===== src/rtl/sdram_trk_pkg.sv =====
package sdram_trk_pkg;

  typedef enum logic [3:0] {
    CMD_DESEL  = 4'd0,
    CMD_NOP    = 4'd1,
    CMD_MRS    = 4'd2,
    CMD_REF    = 4'd3,
    CMD_SREF   = 4'd4,
    CMD_PRE    = 4'd5,
    CMD_PREALL = 4'd6,
    CMD_ACT    = 4'd7,
    CMD_WR     = 4'd8,
    CMD_WRA    = 4'd9,
    CMD_RD     = 4'd10,
    CMD_RDA    = 4'd11,
    CMD_BST    = 4'd12
  } cmd_e;

  typedef enum logic [3:0] {
    ST_IDLE     = 4'd0,
    ST_OPENING  = 4'd1,
    ST_OPEN     = 4'd2,
    ST_READ     = 4'd3,
    ST_READ_AP  = 4'd4,
    ST_WRITE    = 4'd5,
    ST_WRITE_AP = 4'd6,
    ST_WREC     = 4'd7,
    ST_WREC_AP  = 4'd8,
    ST_CLOSING  = 4'd9,
    ST_REFRESH  = 4'd10
  } bank_st_e;

  // Strobe from control to datapath for one bank: load a new state and its timer.
  typedef struct packed {
    logic     ld;
    bank_st_e nxt;
  } bank_strb_t;

  // State a timed bank moves to once its timer has run out.
  function automatic bank_st_e autoNext(input bank_st_e s, input logic rasDone);
    case (s)
      ST_OPENING, ST_READ, ST_WREC: autoNext = ST_OPEN;
      ST_WRITE:                     autoNext = ST_WREC;
      ST_WRITE_AP:                  autoNext = ST_WREC_AP;
      ST_READ_AP, ST_WREC_AP:       autoNext = rasDone ? ST_CLOSING : s;
      ST_CLOSING, ST_REFRESH:       autoNext = ST_IDLE;
      default:                      autoNext = s;
    endcase
  endfunction

endpackage


===== src/rtl/sdram_trk_ctrl.sv =====
module sdram_trk_ctrl
  import sdram_trk_pkg::*;
#(
  parameter int NB   = 4,
  parameter int BA_W = 2
) (
  input  logic             selN,
  input  logic             rowStrobeN,
  input  logic             colStrobeN,
  input  logic             wrEnN,
  input  logic             clkEn,
  input  logic [BA_W-1:0]  bankAddr,
  input  logic             autoPre,
  input  bank_st_e         st [NB],
  input  logic [NB-1:0]    tmrZero,
  input  logic [NB-1:0]    rasZero,
  input  logic             rrdZero,
  output cmd_e             cmdNow,
  output logic             illNow,
  output bank_strb_t       strb [NB],
  output logic             rrdLd,
  output logic [NB-1:0]    readyNow
);

  bank_st_e      eff [NB];
  bank_st_e      nxt [NB];
  logic [NB-1:0] hit;
  logic [NB-1:0] isIdle, isAp, preOk, needPre, colOk;
  logic          legal;

  // Command decode from the active-low strobes.
  always_comb begin
    if (selN) begin
      cmdNow = CMD_DESEL;
    end else begin
      case ({rowStrobeN, colStrobeN, wrEnN})
        3'b000:  cmdNow = CMD_MRS;
        3'b001:  cmdNow = clkEn ? CMD_REF : CMD_SREF;
        3'b010:  cmdNow = autoPre ? CMD_PREALL : CMD_PRE;
        3'b011:  cmdNow = CMD_ACT;
        3'b100:  cmdNow = autoPre ? CMD_WRA : CMD_WR;
        3'b101:  cmdNow = autoPre ? CMD_RDA : CMD_RD;
        3'b110:  cmdNow = CMD_BST;
        default: cmdNow = CMD_NOP;
      endcase
    end
  end

  // Effective state: a bank whose timer has expired counts as already moved on.
  always_comb begin
    for (int b = 0; b < NB; b++) begin
      eff[b]      = tmrZero[b] ? autoNext(st[b], rasZero[b]) : st[b];
      isIdle[b]   = (eff[b] == ST_IDLE);
      isAp[b]     = (eff[b] == ST_READ_AP) || (eff[b] == ST_WRITE_AP);
      needPre[b]  = (eff[b] != ST_IDLE) && (eff[b] != ST_CLOSING);
      readyNow[b] = (eff[b] == ST_IDLE) || (eff[b] == ST_OPEN);
      case (eff[b])
        ST_IDLE, ST_CLOSING:         preOk[b] = 1'b1;
        ST_OPEN, ST_READ, ST_WRITE:  preOk[b] = rasZero[b];
        default:                     preOk[b] = 1'b0;
      endcase
      case (eff[b])
        ST_OPEN, ST_READ, ST_WRITE, ST_WREC: colOk[b] = 1'b1;
        default:                             colOk[b] = 1'b0;
      endcase
    end
  end

  // Legality and next-state selection.
  always_comb begin
    legal = 1'b1;
    rrdLd = 1'b0;
    for (int b = 0; b < NB; b++) begin
      nxt[b] = eff[b];
      hit[b] = 1'b0;
    end
    case (cmdNow)
      CMD_MRS: legal = &isIdle;
      CMD_REF, CMD_SREF: begin
        legal = &isIdle;
        if (legal) for (int b = 0; b < NB; b++) nxt[b] = ST_REFRESH;
      end
      CMD_PRE: begin
        legal = preOk[bankAddr];
        if (legal && needPre[bankAddr]) nxt[bankAddr] = ST_CLOSING;
      end
      CMD_PREALL: begin
        legal = &preOk;
        if (legal)
          for (int b = 0; b < NB; b++) if (needPre[b]) nxt[b] = ST_CLOSING;
      end
      CMD_ACT: begin
        legal = isIdle[bankAddr] && rrdZero;
        if (legal) begin
          nxt[bankAddr] = ST_OPENING;
          rrdLd         = 1'b1;
        end
      end
      CMD_RD, CMD_RDA, CMD_WR, CMD_WRA: begin
        legal = colOk[bankAddr];
        if (legal) begin
          hit[bankAddr] = 1'b1;
          case (cmdNow)
            CMD_RD:  nxt[bankAddr] = ST_READ;
            CMD_RDA: nxt[bankAddr] = ST_READ_AP;
            CMD_WR:  nxt[bankAddr] = ST_WRITE;
            default: nxt[bankAddr] = ST_WRITE_AP;
          endcase
        end
      end
      CMD_BST: begin
        legal = ~|isAp;
        if (legal)
          for (int b = 0; b < NB; b++)
            if ((eff[b] == ST_READ) || (eff[b] == ST_WRITE)) nxt[b] = ST_OPEN;
      end
      default: legal = 1'b1;
    endcase
    illNow = ~legal;
    for (int b = 0; b < NB; b++) begin
      strb[b].ld  = hit[b] || (nxt[b] != st[b]);
      strb[b].nxt = nxt[b];
    end
  end

endmodule


===== src/rtl/sdram_trk_dp.sv =====
module sdram_trk_dp
  import sdram_trk_pkg::*;
#(
  parameter int NB    = 4,
  parameter int BA_W  = 2,
  parameter int CNT_W = 4
) (
  input  logic             clk,
  input  logic             rstN,
  input  bank_strb_t       strb [NB],
  input  logic             rrdLd,
  input  cmd_e             cmdNow,
  input  logic             illNow,
  input  logic [BA_W-1:0]  bankAddr,
  input  logic [CNT_W-1:0] cfgRcd,
  input  logic [CNT_W-1:0] cfgRp,
  input  logic [CNT_W-1:0] cfgRrd,
  input  logic [CNT_W-1:0] cfgRas,
  input  logic [CNT_W-1:0] cfgRc,
  input  logic [CNT_W-1:0] cfgBurst,
  input  logic [CNT_W-1:0] cfgWrRec,
  output bank_st_e         st [NB],
  output logic [NB-1:0]    tmrZero,
  output logic [NB-1:0]    rasZero,
  output logic             rrdZero,
  output cmd_e             cmdQ,
  output logic             illQ,
  output logic [BA_W-1:0]  bankQ
);

  // A state lasting N edges is loaded with N-1; zero means "moves on this edge".
  function automatic logic [CNT_W-1:0] minusOne(input logic [CNT_W-1:0] x);
    minusOne = (x == '0) ? '0 : x - 1'b1;
  endfunction

  for (genvar b = 0; b < NB; b++) begin : g_bank
    bank_st_e         stQ;
    logic [CNT_W-1:0] tmr, rasTmr, ldVal;

    always_comb begin
      case (strb[b].nxt)
        ST_OPENING:                               ldVal = minusOne(cfgRcd);
        ST_READ, ST_READ_AP, ST_WRITE, ST_WRITE_AP: ldVal = minusOne(cfgBurst);
        ST_WREC, ST_WREC_AP:                      ldVal = minusOne(cfgWrRec);
        ST_CLOSING:                               ldVal = minusOne(cfgRp);
        ST_REFRESH:                               ldVal = minusOne(cfgRc);
        default:                                  ldVal = '0;
      endcase
    end

    always_ff @(posedge clk or negedge rstN) begin
      if (!rstN) begin
        stQ    <= ST_IDLE;
        tmr    <= '0;
        rasTmr <= '0;
      end else begin
        if (strb[b].ld) begin
          stQ <= strb[b].nxt;
          tmr <= ldVal;
        end else if (tmr != '0) begin
          tmr <= tmr - 1'b1;
        end
        if (strb[b].ld && (strb[b].nxt == ST_OPENING)) rasTmr <= minusOne(cfgRas);
        else if (rasTmr != '0)                         rasTmr <= rasTmr - 1'b1;
      end
    end

    assign st[b]      = stQ;
    assign tmrZero[b] = (tmr == '0);
    assign rasZero[b] = (rasTmr == '0);
  end

  logic [CNT_W-1:0] rrdTmr;

  always_ff @(posedge clk or negedge rstN) begin
    if (!rstN) begin
      rrdTmr <= '0;
      cmdQ   <= CMD_DESEL;
      illQ   <= 1'b0;
      bankQ  <= '0;
    end else begin
      if (rrdLd)              rrdTmr <= minusOne(cfgRrd);
      else if (rrdTmr != '0)  rrdTmr <= rrdTmr - 1'b1;
      cmdQ  <= cmdNow;
      illQ  <= illNow;
      bankQ <= bankAddr;
    end
  end

  assign rrdZero = (rrdTmr == '0);

endmodule


===== src/rtl/sdram_cmd_tracker.sv =====
module sdram_cmd_tracker
  import sdram_trk_pkg::*;
#(
  parameter int NUM_BANKS = 4,
  parameter int CNT_W     = 4,
  localparam int BA_W     = $clog2(NUM_BANKS)
) (
  input  logic                   clk,
  input  logic                   rstN,
  input  logic                   selN,
  input  logic                   rowStrobeN,
  input  logic                   colStrobeN,
  input  logic                   wrEnN,
  input  logic                   clkEn,
  input  logic [BA_W-1:0]        bankAddr,
  input  logic                   autoPre,
  input  logic [CNT_W-1:0]       cfgRcd,
  input  logic [CNT_W-1:0]       cfgRp,
  input  logic [CNT_W-1:0]       cfgRrd,
  input  logic [CNT_W-1:0]       cfgRas,
  input  logic [CNT_W-1:0]       cfgRc,
  input  logic [CNT_W-1:0]       cfgBurst,
  input  logic [CNT_W-1:0]       cfgWrRec,
  output logic [3:0]             cmdOut,
  output logic [4*NUM_BANKS-1:0] bankStateOut,
  output logic                   illegal,
  output logic [BA_W-1:0]        cmdBank,
  output logic [NUM_BANKS-1:0]   bankReady
);

  bank_st_e             stW   [NUM_BANKS];
  bank_strb_t           strbW [NUM_BANKS];
  logic [NUM_BANKS-1:0] tmrZero, rasZero;
  logic                 rrdZero, rrdLd, illNow, illQ;
  cmd_e                 cmdNow, cmdQ;

  sdram_trk_ctrl #(.NB(NUM_BANKS), .BA_W(BA_W)) u_ctrl (
    .selN(selN), .rowStrobeN(rowStrobeN), .colStrobeN(colStrobeN), .wrEnN(wrEnN),
    .clkEn(clkEn), .bankAddr(bankAddr), .autoPre(autoPre),
    .st(stW), .tmrZero(tmrZero), .rasZero(rasZero), .rrdZero(rrdZero),
    .cmdNow(cmdNow), .illNow(illNow), .strb(strbW), .rrdLd(rrdLd), .readyNow(bankReady)
  );

  sdram_trk_dp #(.NB(NUM_BANKS), .BA_W(BA_W), .CNT_W(CNT_W)) u_dp (
    .clk(clk), .rstN(rstN), .strb(strbW), .rrdLd(rrdLd), .cmdNow(cmdNow),
    .illNow(illNow), .bankAddr(bankAddr),
    .cfgRcd(cfgRcd), .cfgRp(cfgRp), .cfgRrd(cfgRrd), .cfgRas(cfgRas),
    .cfgRc(cfgRc), .cfgBurst(cfgBurst), .cfgWrRec(cfgWrRec),
    .st(stW), .tmrZero(tmrZero), .rasZero(rasZero), .rrdZero(rrdZero),
    .cmdQ(cmdQ), .illQ(illQ), .bankQ(cmdBank)
  );

  for (genvar b = 0; b < NUM_BANKS; b++) begin : g_out
    assign bankStateOut[4*b +: 4] = stW[b];
  end

  assign cmdOut  = cmdQ;
  assign illegal = illQ;

endmodule


===== config.mk =====
export PLATFORM = sky130hd
export DESIGN_NAME = sdram_cmd_tracker
export DESIGN_NICKNAME = d
export VERILOG_FILES = /design/src/rtl/sdram_trk_pkg.sv /design/src/rtl/sdram_trk_ctrl.sv /design/src/rtl/sdram_trk_dp.sv /design/src/rtl/sdram_cmd_tracker.sv
export SDC_FILE = /design/constraint.sdc
export NUM_CORES = 1
export LEC_CHECK = 0
export ABC_AREA = 0
export BUFFER_PORTS_ARGS = -buffer_cell sky130_fd_sc_hd__buf_2
export CAP_MARGIN = 20
export CORE_AREA = 4 4 100 121
export CTS_CLUSTER_SIZE = 24
export DETAILED_ROUTE_END_ITERATION = 7
export DIE_AREA = 0 0 104 125
export GPL_TIMING_DRIVEN = 0
export PLACE_DENSITY = 0.88
export SLEW_MARGIN = 10
export SYNTH_ARGS = -nofsm -noshare
export SYNTH_HDL_FRONTEND = slang
export SYNTH_SLANG_ARGS = --single-unit

===== constraint.sdc =====
create_clock -name clk -period 7.1 [get_ports clk]
set_clock_uncertainty 0.1 [all_clocks]
set_input_delay 1.065 -clock clk [delete_from_list [all_inputs] [get_ports clk]]
set_output_delay 1.065 -clock clk [all_outputs]
set_load 0.02 [all_outputs]

---- Yosys cells after proc, flatten, opt, wreduce, memory -nomap -nowiden ----
Index checks and enable logic that the tools add are counted.
word-level totals
  bits in registers ....................... 59
  word-level logic and storage cells ...... 379
cells by class
  reductions and logical operators ........ 110
  $lt $le $gt $ge ......................... 4
  add/sub/neg operators ................... 16
  bitwise gates (word level) .............. 20
  eq/ne operators ......................... 125
  muxes and demuxes ....................... 88
operators by type and width
  cell                                                                 count
  4-bit by 3-bit == test with 1-bit output (second input constant)     52
  4-bit 2-to-1 mux                                                     45
  4-bit case mux with 5 select lines                                   8
  4-bit == test (second input constant)                                33
  16-bit 2-to-1 mux                                                    6
  16-bit case mux with 6 select lines                                  1
  4-bit zero test                                                      20
  4-bit by 2-bit == test with 1-bit output (second input constant)     18
  4-bit by 1-bit subtractor with 4-bit output (second input constant)  16
  4-bit nonzero test                                                   13
  16-bit case mux with 3 select lines                                  1
  4-bit OR reduction                                                   10
  2-bit OR reduction                                                   17
  8-bit bitwise AND                                                    4
  4-bit by 1-bit == test with 1-bit output (second input constant)     8
  8-bit NOT                                                            4
  8-bit bitwise OR                                                     4
  4-bit case mux with 7 select lines                                   1
  3-bit OR reduction                                                   9
  12-bit bitwise AND                                                   2
  12-bit NOT                                                           2
  2-bit nonzero test                                                   9
  1-bit logical OR                                                     16
  4-bit inequality test                                                4
  23 further kinds                                                     60

---- Longest topological paths before layout ----
  depth in word-level cells ............... 16
  depth in mapped cells ................... 17
  depth with buffers taken out ............ 14

---- Modules after synthesis ----
A second synthesis with hierarchy kept.
second synthesis, totals
  cells, all modules ...................... 983
  area total of the unflattened synthesis .. 7185.6 um^2
by module, submodules not included
  module          area an instance (um^2)  cells an instance  instances
  sdram_trk_dp    4291.6                   513                1
  sdram_trk_ctrl  2894.0                   470                1

---- Worst setup path after synthesis ----
Ideal clock, no wire load.
  kind .................................... reg2reg
  start ................................... register u_dp.g_bank[2].tmr[0]
  end ..................................... register u_dp.g_bank[0].tmr[1]
  cell stages (with the launch flop) ...... 15
  data required time ...................... 6.913 ns
  path buffers ............................ 1
  setup slack ............................. 3.268 ns
  arrival time ............................ 3.645 ns
  path through ............................ dfrtp_1 inv_1 ha_1 or3b_4 or4_4 a31oi_4 a41o_2 and3_1 a31oi_1 or4_1 a21o_1 a211o_1 buf_6 a211o_1 a22oi_1
between the ends
  longest elaborated chain between the ends .. 14
  elaborated cells between the ends (all ways) .. 57
  those cells by class .................... eq/ne: 18; mux: 22; reduce/logical: 17
RTL lines
  what                                                                    RTL line                                    text
  from (decl)                                                             sdram_trk_dp.sv:38                          logic [CNT_W-1:0] tmr, rasTmr, ldVal;
  from (signal assigned)                                                  sdram_trk_dp.sv:59                          tmr <= ldVal;
  from (signal assigned)                                                  sdram_trk_dp.sv:61                          tmr <= tmr - 1'b1;
  4-bit zero test (*)                                                     sdram_trk_dp.sv:69                          assign tmrZero[b] = (tmr == '0);
  4-bit 2-to-1 mux (*)                                                    sdram_trk_ctrl.sv:52                        eff[b] = tmrZero[b] ? autoNext(st[b], rasZero[b]) : st[b];
  4-bit by 3-bit == test with 1-bit output, or another cell as far along  sdram_trk_ctrl.sv:57, sdram_trk_ctrl.sv:62
  3-bit OR reduction or 2-bit OR reduction (tied branches)                sdram_trk_ctrl.sv:57                        case (eff[b])
  1-bit case mux with 2 select lines                                      sdram_trk_ctrl.sv:57
  1-bit binary-select mux with 2-bit select                               sdram_trk_ctrl.sv:84                        legal = preOk[bankAddr];
  1-bit 2-to-1 mux (not written as such)                                  sdram_trk_ctrl.sv:84
  1-bit logical AND                                                       sdram_trk_ctrl.sv:85                        if (legal && needPre[bankAddr]) nxt[bankAddr] = ST_CLOSING;
  16-bit 2-to-1 mux                                                       sdram_trk_ctrl.sv:85
  16-bit case mux with 6 select lines                                     sdram_trk_ctrl.sv:77                        case (cmdNow)
  4-bit by 2-bit == test with 1-bit output, or another cell as far along  sdram_trk_dp.sv:41                          case (strb[b].nxt)
  4-bit OR reduction or 2-bit OR reduction (tied branches)                sdram_trk_dp.sv:41
  4-bit case mux with 5 select lines                                      sdram_trk_dp.sv:41
  4-bit 2-to-1 mux                                                        sdram_trk_dp.sv:57                          if (strb[b].ld) begin
  to (signal assigned)                                                    sdram_trk_dp.sv:59
  to (signal assigned)                                                    sdram_trk_dp.sv:61
  to (decl)                                                               sdram_trk_dp.sv:38
Every way passes the cells marked *; elsewhere a longest branch is shown, timed or not. The select of a mux whose other input is x is not followed.
A chain may end at the register's enable or synchronous reset.

---- Worst setup path after layout ----
  start ................................... register u_dp.g_bank[1].tmr[0]
  end ..................................... register u_dp.g_bank[0].tmr[3]
between the ends
  longest elaborated chain between the ends .. 14
  elaborated cells between the ends (all ways) .. 57
  those cells by class .................... eq/ne: 18; mux: 22; reduce/logical: 17
RTL lines
  what                                                                    RTL line
  from (decl)                                                             sdram_trk_dp.sv:38
  from (signal assigned)                                                  sdram_trk_dp.sv:59
  from (signal assigned)                                                  sdram_trk_dp.sv:61
  4-bit zero test (*)                                                     sdram_trk_dp.sv:69
  4-bit 2-to-1 mux (*)                                                    sdram_trk_ctrl.sv:52
  4-bit by 3-bit == test with 1-bit output, or another cell as far along  sdram_trk_ctrl.sv:57, sdram_trk_ctrl.sv:62
  3-bit OR reduction or 2-bit OR reduction (tied branches)                sdram_trk_ctrl.sv:57
  1-bit case mux with 2 select lines                                      sdram_trk_ctrl.sv:57
  1-bit binary-select mux with 2-bit select                               sdram_trk_ctrl.sv:84
  1-bit 2-to-1 mux (not written as such)                                  sdram_trk_ctrl.sv:84
  1-bit logical AND                                                       sdram_trk_ctrl.sv:85
  16-bit 2-to-1 mux                                                       sdram_trk_ctrl.sv:85
  16-bit case mux with 6 select lines                                     sdram_trk_ctrl.sv:77
  4-bit by 2-bit == test with 1-bit output, or another cell as far along  sdram_trk_dp.sv:41
  4-bit OR reduction or 2-bit OR reduction (tied branches)                sdram_trk_dp.sv:41
  4-bit case mux with 5 select lines                                      sdram_trk_dp.sv:41
  4-bit 2-to-1 mux                                                        sdram_trk_dp.sv:57
Marked as above.

==> flow_summary.json <==
{
  "drtIter0Drc": 1232,
  "insertedDiodeCount": 0,
  "numPortBuffers": 63,
  "grt_max_degree": 60,
  "drive_gt1_share_pct": 11.53,
  "drtAntennaViolNets": 0,
  "setup_viol": 0,
  "synth-edff-count": 0,
  "vias": 8515,
  "finalMaxSlewViolations": 0,
  "most-common-layout-cells": "nor2_1, nand2_1, a21oi_1",
  "row_count": 42,
  "drt-total-wl_um": 23410,
  "power.leakage_nw": 3.210,
  "end_kind": "flop",
  "hold_violations": 0,
  "cts_root_buf": "clkbuf_16",
  "synth_cells": 990,
  "cts_tree": "built",
  "clock_sinks": 59,
  "startpoint_type": "flop",
  "synth_fp_nets": 1043,
  "ys_seq_area_share_pct": 20.63,
  "path_clk_slew_ps": 50,
  "clkLatencyLatePin_ps": 340,
  "synth_xor_area_share_pct": 3.672,
  "die_x_um": 104,
  "ir_worst_vdd_mv": 0.2119,
  "ctsHtreeMaxLevel": 3,
  "synthSimpleGateAreaFrac_pct": 31.16,
  "start_util_pct": 65.46,
  "gp_congestion": 1.035,
  "fillCellCount": 889,
  "worstSetupPathType": "reg2reg",
  "drc": 0,
  "synth_top_family_by_area": "compound AO/OA/AOI/OAI gates",
  "crit_required_ps": 7230,
  "die_y_um": 125,
  "synth_compound_area_share_pct": 31.74,
  "wl_per_cell_um": 19.53,
  "nNetsFinal": 1117,
  "ys_async_sr_fraction_pct": 100.0,
  "syn_area_per_cell_um2": 7.228,
  "hp-class": "reg2reg",
  "numCtsBuffers": 9,
  "cts_resized": 0,
  "design_area_mm2": 0.007921,
  "max_slew.worst_pin.slew_ps": 1150,
  "dpl-instance-area_mm2": 0.007639,
  "crit_fanout": 10,
  "grt_setup_unrepaired": "no",
  "area_growth_pct": 10.70,
  "status": "complete, no violations",
  "cp.arrival_ps": 5150,
  "final_common_cell": "nor2_1",
  "period_minus_slack_ps": 5024,
  "ys_ff_latch": 59,
  "post_cts_buffers": 0,
  "grt_pass1_wl_um": 37310,
  "slew_headroom_pct": 22.62,
  "ys_types": 88,
  "ys_warn_count": 0,
  "core_region_area_mm2": 0.01093,
  "holdBufCountCts": 0,
  "grt_overflow": 0,
  "viasPerCell": 7.102,
  "fmax_mhz": 199.0,
  "syn_area_mm2": 0.007156,
  "muxShareOfSynthArea_pct": 3.742,
  "setup-tns-final_ps": 0,
  "die_area_mm2": 0.01300,
  "dominantRegCellSynth": "dfrtp_1",
  "post-dp-hpwl_um": 17100,
  "antenna_found_initial": 0,
  "clockBufferDepth": 2,
  "grt_pass1_vias": 7720,
  "yosys.area_share.adder_pct": 2.763,
  "grt_usage_pct": 34.69,
  "fin_crit_sh_pct": 70.76,
  "io_pins": 65,
  "p_per_area_mw_per_mm2": 335.5,
  "maxCapViolations": 0,
  "drt_first_pass_iters": 7
}
## cell usage after synthesis, drive strengths merged, types with 8 or more instances
cell type	count	area (um2)
nor3b	19	157.7
or3b	8	72.57
nand3	36	180.2
dfrtp	59	1476
o211ai	20	150.1
o31ai	17	127.6
buf	13	67.57
a31oi	11	83.83
mux2i	20	200.2
o32ai	8	70.07
a22oi	10	75.07
and3	12	75.07
clkbuf	48	180.2
nor4	10	68.81
inv	51	191.4
nand2	84	315.3
o21ai	56	280.3
a21o	9	67.56
a211oi	13	97.59
o221ai	8	70.07
nor2b	15	93.84
or3	21	131.4
xnor2	23	201.4
a21oi	77	385.4
and2	15	93.84
o22ai	12	75.07
ha	15	187.7
or4	8	63.81
a221oi	8	70.07
or2	14	87.58
nor2	90	337.8
nor3	41	205.2
nand2b	19	118.9
## state kept, by name (all words and copies together) (netlist names)
signal	cells
u_dp.g_bank.rasTmr	16
u_dp.g_bank.stQ	16
u_dp.g_bank.tmr	16
u_dp.cmdQ	4
u_dp.rrdTmr	4
u_dp.bankQ	2
u_dp.illQ	1
## final timing paths
path	startpoint	endpoint	slack (ps)	depth (start not counted)
hold reg to reg	u_dp.rrdTmr[3]	u_dp.rrdTmr[3]	420	2
setup reg to reg	u_dp.g_bank[1].tmr[0]	u_dp.g_bank[0].tmr[3]	2080	14
setup / recovery	u_dp.g_bank[1].tmr[0]	u_dp.g_bank[0].tmr[3]	2080	14
hold / removal	u_dp.rrdTmr[3]	u_dp.rrdTmr[3]	420	2
min in group asynchronous	rstN	u_dp.g_bank[3].rasTmr[2]	710	1
max in group asynchronous	rstN	u_dp.g_bank[0].stQ[0]	5690	1
## logic make-up after synthesis
group,after synthesis
simple gates,418
mux,26
fa+ha+maj,16
xor+xnor,30
compound gates,326
buf+inv,115
flops,59
## layout make-up
| cell class | count | area, um2 | area share [%] |
|---|---|---|---|
| buffer | 61 | 247.7 | 3.127 |
| clock buffer | 11 | 242.7 | 3.064 |
| multi-input combinational | 816 | 5229 | 66.01 |
| clock inverter | 3 | 40.04 | 0.5054 |
| tap | 132 | 165.2 | 2.085 |
| timing repair buffer | 63 | 317.8 | 4.012 |
| sequential | 59 | 1476 | 18.64 |
| inverter | 54 | 202.7 | 2.559 |
## metrics by stage
stage | hold slack (ps) | setup slack, ps | std cells | util (%) | power (W)
after floorplan | 386.9 | 3268 | 990 | - | 0.001766
after global placement | 405.3 | 2279 | 1185 | 69.86 | 0.002120
after detailed placement | 416.0 | 2286 | 1185 | 69.88 | 0.002153
after CTS | 428.1 | 2422 | 1199 | 72.47 | 0.002605
after global routing | 470.2 | 1820 | 1199 | 72.47 | 0.002844
final | 418.0 | 2076 | 1199 | 72.47 | 0.002657
## critical path, stage by stage (launching register included)
cell      delay, ps
dfrtp_1         390
inv_1           110
ha_1            270
nor3b_1         710
nand2_1         150
a221oi_1        380
o22ai_1         260
o21ai_1         500
nand4_1         160
a21oi_1         420
clkbuf_1        380
nand3_1         180
o32ai_1         490
a22oi_1         140
o211ai_1        290
## report_power, final
group / internal, W / switching [W] / total (W)
Sequential: 0.000454 / 0.0000977 / 0.000552
Combinational: 0.000636 / 0.00103 / 0.00167
Clock: 0.000276 / 0.000159 / 0.000435
Total: 0.00137 / 0.00129 / 0.00266
## per-layer routing
layer	share of wire, %	global-route usage, %	wire [um]	vias up
li1	-	-	-	3896
met3	11	6.134	2547	154
met1	37	42.79	8724	3851
met4	7.1	23.63	1660	0
met5	0	0	0	-
met2	45	55.26	10480	614
Power figures use the tool's default switching activity.
